**config.mk**
```make
export PLATFORM = sky130hd
export DESIGN_NAME = bus_cycle_seq
export DESIGN_NICKNAME = d
export VERILOG_FILES = /design/src/rtl/bseq_pkg.sv /design/src/rtl/bseq_kind_decode.sv /design/src/rtl/bseq_tstate.sv /design/src/rtl/bseq_datapath.sv /design/src/rtl/bus_cycle_seq.sv
export SDC_FILE = /design/constraint.sdc
export NUM_CORES = 1
export LEC_CHECK = 0
export BUFFER_PORTS_ARGS = -buffer_cell sky130_fd_sc_hd__buf_2
export CORE_MARGIN = 2
export CORE_UTILIZATION = 42
export DETAILED_ROUTE_END_ITERATION = 7
export PLACE_DENSITY = 0.73
export REMOVE_ABC_BUFFERS = 1
export SYNTH_ARGS = -nofsm -noshare
export SYNTH_HDL_FRONTEND = slang
export SYNTH_SLANG_ARGS = --single-unit
```
**constraint.sdc**
```tcl
create_clock -name clk -period 1.5 [get_ports clk]
set_input_delay 0.3 -clock clk [delete_from_list [all_inputs] [get_ports clk]]
set_output_delay 0.3 -clock clk [all_outputs]
set_load 0.01 [all_outputs]
```
**src/rtl/bseq_pkg.sv**
```systemverilog
package bseq_pkg;
  typedef enum logic [2:0] {
    K_FETCH  = 3'd0,
    K_MEMRD  = 3'd1,
    K_MEMWR  = 3'd2,
    K_IORD   = 3'd3,
    K_IOWR   = 3'd4,
    K_INTACK = 3'd5
  } kind_e;

  typedef enum logic [2:0] {
    TS_IDLE, TS_T1, TS_T2, TS_TW, TS_T3, TS_T4, TS_HOLD
  } tstate_e;

  // Per-kind attributes: status code plus strobe and length selection
  typedef struct packed {
    logic io_m;
    logic s1;
    logic s0;
    logic is_write;
    logic use_inta;
    logic four_t;
    logic is_io;
  } cyc_attr_t;
endpackage

```
**src/rtl/bseq_kind_decode.sv**
```systemverilog
module bseq_kind_decode
  import bseq_pkg::*;
(
  input  kind_e     kind,
  output cyc_attr_t attr
);
  always_comb begin
    attr = '0;
    case (kind)
      K_FETCH:  begin attr.s1 = 1'b1; attr.s0 = 1'b1; attr.four_t = 1'b1; end
      K_MEMRD:  begin attr.s1 = 1'b1; end
      K_MEMWR:  begin attr.s0 = 1'b1; attr.is_write = 1'b1; end
      K_IORD:   begin attr.io_m = 1'b1; attr.s1 = 1'b1; attr.is_io = 1'b1; end
      K_IOWR:   begin attr.io_m = 1'b1; attr.s0 = 1'b1; attr.is_io = 1'b1;
                      attr.is_write = 1'b1; end
      K_INTACK: begin attr.io_m = 1'b1; attr.s1 = 1'b1; attr.s0 = 1'b1;
                      attr.use_inta = 1'b1; attr.four_t = 1'b1; end
      default:  begin attr.s1 = 1'b1; end  // undefined codes behave as memory read
    endcase
  end
endmodule

```
**src/rtl/bseq_tstate.sv**
```systemverilog
module bseq_tstate
  import bseq_pkg::*;
(
  input  logic    clk,
  input  logic    rst_n,
  input  logic    start,
  input  logic    four_t,
  input  logic    ready,
  input  logic    hold,
  output tstate_e state,
  output logic    last
);
  tstate_e nxt;

  assign last = (state == TS_T3 && !four_t) || (state == TS_T4);

  always_comb begin
    nxt = state;
    case (state)
      TS_IDLE: if (hold) nxt = TS_HOLD; else if (start) nxt = TS_T1;
      TS_T1:   nxt = TS_T2;
      TS_T2,
      TS_TW:   nxt = ready ? TS_T3 : TS_TW;
      TS_T3:   nxt = four_t ? TS_T4 : (hold ? TS_HOLD : TS_IDLE);
      TS_T4:   nxt = hold ? TS_HOLD : TS_IDLE;
      TS_HOLD: nxt = hold ? TS_HOLD : TS_IDLE;
      default: nxt = TS_IDLE;
    endcase
  end

  always_ff @(posedge clk or negedge rst_n)
    if (!rst_n) state <= TS_IDLE;
    else        state <= nxt;
endmodule

```
**src/rtl/bseq_datapath.sv**
```systemverilog
module bseq_datapath
  import bseq_pkg::*;
#(
  parameter int ADDR_W = 16,
  parameter int DATA_W = 8
) (
  input  logic              clk,
  input  logic              rst_n,
  input  logic              load,
  input  logic [2:0]        req_kind,
  input  logic [ADDR_W-1:0] req_addr,
  input  logic [DATA_W-1:0] req_wdata,
  input  logic              capture,
  input  logic              finish,
  input  logic [DATA_W-1:0] ad_in,
  output cyc_attr_t         attr,
  output logic [DATA_W-1:0] addr_lo,
  output logic [ADDR_W-DATA_W-1:0] addr_hi,
  output logic [DATA_W-1:0] wdata_q,
  output logic [DATA_W-1:0] rsp_data,
  output logic              rsp_valid
);
  localparam int HI_W = ADDR_W - DATA_W;

  kind_e     kind_q;
  cyc_attr_t in_attr;

  bseq_kind_decode u_dec_in  (.kind(kind_e'(req_kind)), .attr(in_attr));
  bseq_kind_decode u_dec_cur (.kind(kind_q),            .attr(attr));

  always_ff @(posedge clk or negedge rst_n)
    if (!rst_n) begin
      kind_q  <= K_FETCH;
      addr_lo <= '0;
      addr_hi <= '0;
      wdata_q <= '0;
    end else if (load) begin
      kind_q  <= kind_e'(req_kind);
      addr_lo <= req_addr[DATA_W-1:0];
      // Port cycles repeat the port number on the high byte
      addr_hi <= in_attr.is_io ? HI_W'(req_addr[DATA_W-1:0])
                               : req_addr[ADDR_W-1:DATA_W];
      wdata_q <= req_wdata;
    end

  always_ff @(posedge clk or negedge rst_n)
    if (!rst_n) begin
      rsp_data  <= '0;
      rsp_valid <= 1'b0;
    end else begin
      if (capture) rsp_data <= ad_in;
      rsp_valid <= finish;
    end
endmodule

```
**src/rtl/bus_cycle_seq.sv**
```systemverilog
module bus_cycle_seq
  import bseq_pkg::*;
#(
  parameter int ADDR_W = 16,
  parameter int DATA_W = 8
) (
  input  logic                     clk,
  input  logic                     rst_n,
  input  logic                     req_valid,
  output logic                     req_ready,
  input  logic [2:0]               req_kind,
  input  logic [ADDR_W-1:0]        req_addr,
  input  logic [DATA_W-1:0]        req_wdata,
  output logic                     rsp_valid,
  output logic [DATA_W-1:0]        rsp_data,
  input  logic                     ready,
  input  logic                     hold,
  output logic                     hlda,
  output logic [ADDR_W-DATA_W-1:0] a_hi,
  output logic [DATA_W-1:0]        ad_out,
  input  logic [DATA_W-1:0]        ad_in,
  output logic                     ad_oe,
  output logic                     bus_oe,
  output logic                     ale,
  output logic                     io_m,
  output logic                     s1,
  output logic                     s0,
  output logic                     rd_n,
  output logic                     wr_n,
  output logic                     inta_n
);
  localparam int HI_W = ADDR_W - DATA_W;

  tstate_e   state;
  logic      last, start, busy, strobe_win;
  cyc_attr_t attr;
  logic [DATA_W-1:0] addr_lo, wdata_q;
  logic [HI_W-1:0]   addr_hi;

  assign req_ready  = (state == TS_IDLE) && !hold;
  assign start      = req_valid && req_ready;
  assign strobe_win = (state == TS_T2) || (state == TS_TW) || (state == TS_T3);
  assign busy       = strobe_win || (state == TS_T1) || (state == TS_T4);

  bseq_tstate u_fsm (
    .clk(clk), .rst_n(rst_n), .start(start), .four_t(attr.four_t),
    .ready(ready), .hold(hold), .state(state), .last(last)
  );

  bseq_datapath #(.ADDR_W(ADDR_W), .DATA_W(DATA_W)) u_dp (
    .clk(clk), .rst_n(rst_n), .load(start), .req_kind(req_kind),
    .req_addr(req_addr), .req_wdata(req_wdata),
    .capture((state == TS_T3) && !attr.is_write),
    .finish(last), .ad_in(ad_in), .attr(attr), .addr_lo(addr_lo),
    .addr_hi(addr_hi), .wdata_q(wdata_q), .rsp_data(rsp_data),
    .rsp_valid(rsp_valid)
  );

  always_comb begin
    hlda   = (state == TS_HOLD);
    bus_oe = !hlda;
    ale    = (state == TS_T1);
    a_hi   = busy ? addr_hi : '0;
    {io_m, s1, s0} = busy ? {attr.io_m, attr.s1, attr.s0} : 3'b000;
    rd_n   = !(strobe_win && !attr.is_write && !attr.use_inta);
    wr_n   = !(strobe_win && attr.is_write);
    inta_n = !(strobe_win && attr.use_inta);
    ad_oe  = ale || (strobe_win && attr.is_write);
    if (ale)                              ad_out = addr_lo;
    else if (strobe_win && attr.is_write) ad_out = wdata_q;
    else                                  ad_out = '0;
  end
endmodule

```
==> flow_metrics.py, run 1 <==
metrics = {
    "sta": {
        "hold_viol": 0,
        "rsz0062_at_grt": "yes",
        "slew_viol_final": 0,
        "finClkSkew_ns": 0.00547,
        "fin_ws_ns": -0.651,
        "timing.slew.headroom": 0.697,
        "post-route-period-util": 1.43,
        "finalCriticalPeriod_ns": 2.15,
        "worst_pin_slew_ns": 0.450,
        "whs_ns": 0.235,
        "finalSetupViolCount": 61,
        "max_freq_mhz": 465,
    },
    "logic_synthesis": {
        "synth_common_cells": "dfrtp_1, mux2_2, and2_1",
        "synth-async-reset-ratio": 1.00,
        "yosys-top-cells-area": "dfrtp_1, mux2_2, and2_1, a22o_1, o21ai_0",
        "ys_warn_count": 0,
        "synth_area_leader_cell": "dfrtp_1",
        "avgSynthCellArea_um2": 11.1,
        "syn_inst": 176,
        "yosysTopAreaCellShare": 0.499,
        "synth_flop_cell": "dfrtp_1",
        "yosysMostFrequentCell": "dfrtp_1",
        "ys_ff_latch": 39,
        "synth-edff-count": 0,
        "syn_area_um2": 1960,
        "yosysUniqueCellTypes": 38,
        "seq_area_frac_synth": 0.499,
    },
    "clock_tree": {
        "numCtsBuffers": 5,
        "clockBufferDepth": 2,
        "cts.htree.levels": 2,
        "cts_tree": "built",
        "clock_sinks": 39,
        "insertion_delay_ns": 0.30,
        "cts_root_buf": "clkbuf_8",
        "cts.clk_slew.worst_paths_ns": 0.08,
    },
    "critical_path": {
        "cp_max_fo": 6,
        "criticalPathCategory": "flip-flop to primary output",
        "critical_path_arrival_ns": 1.85,
        "crit_path_start": "u_fsm.state[0]$_DFFE_PN0P_",
        "r2r_end": "u_dp.addr_lo[5]$_DFFE_PN0P_",
        "startpoint_type": "flip-flop",
        "crit_required_ns": 1.20,
        "reg2reg_depth": 7,
        "end_kind": "primary output",
        "timing.rr.start": "u_fsm.state[1]$_DFFE_PN0P_",
        "ff2ff_setup_slack_ns": -0.30,
    },
    "drt": {
        "wl_per_cell_um": 15.9,
        "firstDrtPassIters": 4,
        "drtIter0Drc": 93,
        "wirelength_um": 5270,
        "drtAntennaViolNets": 0,
        "via_per_inst": 5.20,
        "vias": 1725,
        "drc": 0,
    },
    "status": {
        "outcome": "complete, but fails checks",
        "violations": "negative setup slack",
    },
    "pwr": {
        "sequentialPowerShare": 0.295,
        "p_switching_w": 0.00239,
        "switching_share": 0.372,
        "vdd_drop_max_mv": 0.986,
        "p_clk_frac": 0.109,
        "p_total_w": 0.00642,
        "p_leak_nw": 1.44,
        "combPwrFrac": 0.595,
        "power.internal_w": 0.00403,
        "powerDensity_nw_per_um2": 2150,
    },
    "final_layout": {
        "seq_area_um2": 976,
        "fin_cells": 332,
        "multi_input_area_um2": 1100,
        "drive_gt1_frac": 0.582,
        "nNetsFinal": 319,
        "antenna_cells": 0,
        "fillCellCount": 327,
        "syn_to_final_growth_pct": 52.6,
    },
    "grt": {
        "use_met3": 0.0458,
        "grt_max_degree": 21,
        "first_global_vias": 1751,
        "antenna_found_initial": 0,
        "grt_pass1_wl_um": 8630,
        "gr-usage-met2": 0.362,
        "use_met1": 0.291,
        "grt_overflow_total": 0,
        "busiest_layer": "met2",
        "track_usage": 0.218,
    },
    "placement": {
        "io_buffers": 75,
        "placed_cells": 312,
        "gp_congestion": 0.850,
        "dp_hpwl_um": 3570,
    },
    "hold_path": {
        "hold_path_depth": 2,
        "min_to": "u_dp.rsp_data[6]$_DFFE_PN0P_",
        "min_path_type": "input port to flip-flop",
        "min_from": "ad_in[6]",
    },
    "run": {
        "maxCapViolCount": 0,
    },
    "floorplan": {
        "core-area_um2": 4410,
        "io_pins": 76,
        "initial_utilization": 0.443,
        "dieWidth_um": 72.3,
        "row_count": 24,
        "die_h_um": 72.3,
        "die_area_um2": 5220,
    },
}
==> power by group through the flow <==
| stage | Clock, W | Sequential, W | Combinational (W) |
|---|---|---|---|
| detailed placement | 0 | 0.00189 | 0.00297 |
| global route | 0.000771 | 0.00197 | 0.00413 |
| global placement | 0 | 0.00187 | 0.00292 |
| CTS | 0.000706 | 0.00188 | 0.00363 |
| finish | 0.000702 | 0.00190 | 0.00382 |
| floorplan | 0 | 0.00196 | 0.00159 |
==> state kept, by name (all words and copies together) (netlist names) <==
signal,count
u_dp.rsp_data,8
u_dp.rsp_valid,1
u_dp.addr_hi,8
u_fsm.state,3
u_dp.addr_lo,8
u_dp.wdata_q,8
u_dp.kind_q,3
==> critical path: stages, from the launching register on <==
cell and delay, ns:
dfrtp_1 0.39, or3b_4 0.42, a211oi_4 0.32, buf_6 0.17, a22o_1 0.13, buf_2 0.13
==> per-layer routing <==
| layer | share of wire | vias to the layer above |
|---|---|---|
| li1 | - | 846 |
| met1 | 0.45 | 828 |
| met5 | 0 | - |
| met4 | 0.010 | 0 |
| met3 | 0.043 | 6 |
| met2 | 0.50 | 45 |
==> worst max-delay path by stage <==
stage                                              to  slack, ns  cells after the start
after floorplan           u_dp.addr_lo[3]$_DFFE_PN0P_      -1.26                      3
after global placement                      ad_out[6]      -0.27                      5
after detailed placement                    ad_out[6]      -0.28                      5
after CTS                                   ad_out[3]      -0.60                      5
after global routing                        ad_out[4]      -0.71                      5
final                                       ad_out[6]      -0.65                      5
==> kinds of logic (layout without fill, tap and decap cells) <==
| kind of cell | count (synthesis) | after routing | share of synthesized area |
|---|---|---|---|
| mux | 27 | 27 | 0.155 |
| simple gates | 48 | 49 | 0.145 |
| xor+xnor | 2 | 2 | 0.00895 |
| flops | 39 | 39 | 0.499 |
| buf+inv | 16 | 119 | 0.0416 |
| compound gates | 44 | 44 | 0.150 |
==> what timing repair did <==
action,4_1_cts,5_1_grt
hold buffers,1,0
setup buffers,10,4
pin swaps,8,14
setup endpoints to repair,62,64
gates cloned,2,1
endpoints found under the hold margin,18,0
gates resized for setup,52,12
==> per-stage QoR <==
| step | cell area (um2) | utilization | setup TNS (ns) | setup WS (ns) |
|---|---|---|---|---|
| after floorplan | 1890 | - | -33.88 | -1.26 |
| after global placement | 2520 | 0.570 | -8.70 | -0.272 |
| after detailed placement | 2520 | 0.570 | -9.97 | -0.276 |
| after CTS | 2910 | 0.659 | -17.10 | -0.602 |
| after global routing | 2990 | 0.677 | -21.42 | -0.713 |
| final | 2990 | 0.677 | -16.78 | -0.651 |
==> cell type report <==
cell class / instances / area share
Multi-Input combinational cell: 122 / 0.368
Sequential cell: 39 / 0.327
Timing Repair Buffer: 108 / 0.252
Clock buffer: 7 / 0.0256
Tap cell: 52 / 0.0218
Inverter: 3 / 0.00377
Clock inverter: 1 / 0.00168
==> layout by cell type, fill, tap and decap left out, drive strengths merged, types with 2 or more instances in the layout <==
cell      n
buf     107
dfrtp    39
mux2     27
and2     13
o21ai    12
a21oi    10
a22o      8
nand3     8
a31oi     8
clkbuf    7
nor2      6
nor3      4
inv       3
nor3b     3
nand3b    2
nor2b     2
or3b      2
a211oi    2
or2       2
nand2     2
(Power assumes the default switching activity.)
==> run 2, diff against run 1 <==
--- a/config.mk
+++ b/config.mk
@@ -5,11 +5,11 @@
 export SDC_FILE = /design/constraint.sdc
 export NUM_CORES = 1
 export LEC_CHECK = 0
-export BUFFER_PORTS_ARGS = -buffer_cell sky130_fd_sc_hd__buf_2
+export BUFFER_PORTS_ARGS = -buffer_cell sky130_fd_sc_hd__buf_4
 export CORE_MARGIN = 2
 export CORE_UTILIZATION = 42
 export DETAILED_ROUTE_END_ITERATION = 7
-export PLACE_DENSITY = 0.73
+export PLACE_DENSITY = 0.7
 export REMOVE_ABC_BUFFERS = 1
 export SYNTH_ARGS = -nofsm -noshare
 export SYNTH_HDL_FRONTEND = slang
==> constraint.sdc (replaced) <==
create_clock -name clk -period 2.55 [get_ports clk]
set_input_delay 0.51 -clock clk [delete_from_list [all_inputs] [get_ports clk]]
set_output_delay 0.51 -clock clk [all_outputs]
set_load 0.01 [all_outputs]
==> run 2 against run 1 <==
Effect of this change: the run now ends clean; worst setup slack improved by 0.75 ns; wire length down 11%; non-clock buffer count shrank 29; first-iteration DRC count grew 15%; clock-buffer cell count rose by 1; final area down 11%; die area did not move; global-route usage is 3.1 points lower; largest power group unchanged; highest routed layer unchanged.
==> flow_metrics.py, run 2 (synthesized netlist as in run 1, its figures left out) <==
metrics = {
    "status": {
        "outcome": "complete, no violations",
    },
    "pwr": {
        "p_leak_nw": 1.24,
        "power.internal_w": 0.00214,
        "vdd_drop_max_mv": 0.615,
        "p_total_w": 0.00334,
        "p_switching_w": 0.00120,
        "switching_share": 0.359,
        "sequentialPowerShare": 0.352,
        "powerDensity_nw_per_um2": 1260,
        "p_clk_frac": 0.136,
        "combPwrFrac": 0.513,
    },
    "final_layout": {
        "drive_gt1_frac": 0.476,
        "antenna_cells": 0,
        "fin_cells": 302,
        "syn_to_final_growth_pct": 35.8,
        "final_cell_mix": "buf_4, dfrtp_1, mux2_2",
        "nNetsFinal": 289,
        "final_common_cell": "buf_4",
    },
    "drt": {
        "firstDrtPassIters": 4,
        "wirelength_um": 4670,
        "drtIter0Drc": 107,
        "wl_per_cell_um": 15.5,
        "via_per_inst": 5.36,
        "vias": 1619,
        "drc": 0,
        "drtAntennaViolNets": 0,
    },
    "placement": {
        "dp_hpwl_um": 3430,
        "io_buffers": 75,
        "placed_cells": 293,
        "gp_congestion": 0.770,
    },
    "grt": {
        "grt_max_degree": 40,
        "track_usage": 0.187,
        "first_global_vias": 1591,
        "antenna_found_initial": 0,
        "grt_overflow_total": 0,
        "grt_pass1_wl_um": 7670,
    },
    "sta": {
        "worst_pin_slew_ns": 0.644,
        "tns_ns": 0,
        "finClkSkew_ns": 0.00974,
        "hold_viol": 0,
        "finalCriticalPeriod_ns": 2.45,
        "finalSetupViolCount": 0,
        "max_freq_mhz": 407,
        "timing.slew.headroom": 0.570,
        "rsz0062_at_grt": "no",
        "post-route-period-util": 0.963,
        "slew_viol_final": 0,
    },
    "clock_tree": {
        "ctsResizeCount": 0,
        "cts_tree": "built",
        "cts_root_buf": "clkbuf_8",
        "clock_sinks": 39,
        "clockBufferDepth": 2,
        "cts.clk_slew.worst_paths_ns": 0.08,
        "cts.htree.levels": 2,
        "insertion_delay_ns": 0.29,
        "numCtsBuffers": 5,
        "cts_hold_buf": 0,
    },
    "critical_path": {
        "slowest_stage": "dfrtp_1",
        "end_kind": "primary output",
        "r2r_end": "u_dp.wdata_q[3]$_DFFE_PN0P_",
        "path_delay_family": "flip-flops",
        "critical_path_arrival_ns": 1.94,
        "timing.rr.start": "u_fsm.state[2]$_DFFE_PN0P_",
        "crit_chain": "or3b_4 -> a211oi_4 -> buf_12 -> a22o_1 -> buf_4",
        "cp.buffers_inverters": 2,
        "cp_max_fo": 11,
        "max_stage_delay_ns": 0.50,
        "startpoint_type": "flip-flop",
        "ff2ff_setup_slack_ns": 0.77,
        "crit_required_ns": 2.04,
        "reg2reg_depth": 4,
        "criticalPathCategory": "flip-flop to primary output",
    },
    "floorplan": {
        "io_pins": 76,
        "row_count": 24,
        "die_area_um2": 5220,
        "initial_utilization": 0.443,
        "core-area_um2": 4410,
        "dieWidth_um": 72.3,
        "die_h_um": 72.3,
    },
    "hold_path": {
        "min_path_type": "input port to async pin",
    },
    "run": {
        "maxCapViolCount": 0,
    },
}
==> run 2: power groups by stage <==
stage                     Combinational [W]  Sequential [W]  Clock [W]
after floorplan                    0.000936         0.00115          0
after global placement              0.00165         0.00118          0
after detailed placement            0.00168         0.00118          0
after CTS                           0.00173         0.00117   0.000463
after global routing                0.00187         0.00122   0.000490
final                               0.00171         0.00117   0.000453
==> run 2: final cells by class <==
type                    instances  area, um2
repair buffers                 79        606
inverters                       3       11.3
well taps                      52       65.1
flip-flops and latches         39        976
clock buffers                   8        100
multi-input cells             121        900
fillers                       384       1760
==> run 2: worst max path at each step <==
stage / from / to / slack, ns / cells past startpoint
floorplan: hold / u_dp.addr_lo[3]$_DFFE_PN0P_ / -0.28 / 3
global placement: u_fsm.state[2]$_DFFE_PN0P_ / ad_out[0] / 0.42 / 4
detailed placement: u_fsm.state[2]$_DFFE_PN0P_ / ad_out[7] / 0.31 / 4
CTS: u_fsm.state[2]$_DFFE_PN0P_ / ad_out[7] / 0.10 / 5
global route: u_fsm.state[2]$_DFFE_PN0P_ / ad_out[3] / 0.02 / 5
finish: u_fsm.state[2]$_DFFE_PN0P_ / ad_out[7] / 0.1 / 5
==> run 2: layer usage <==
layer / vias to the layer above / share of wire / GRT usage
li1: 784 / - / -
met1: 782 / 0.46 / 0.264
met2: 47 / 0.46 / 0.287
met3: 6 / 0.070 / 0.0542
met4: 0 / 0.010 / 0.0440
met5: - / 0 / 0
==> run 2: metrics by stage <==
stage	area (um2)	utilization	worst slack (ns)	hold WS (ns)
after floorplan	1890	-	-0.278	0.214
after global placement	2540	0.575	0.416	0.490
after detailed placement	2540	0.575	0.313	0.496
after CTS	2660	0.602	0.104	0.201
after global routing	2660	0.602	0.0187	0.225
final	2660	0.602	0.0954	0.185
==> run 2: repair_timing <==
item | CTS | global route
endpoints found under the hold margin | 0 | 0
setup endpoints to repair | 6 | 0
buffers inserted | 1 | 0
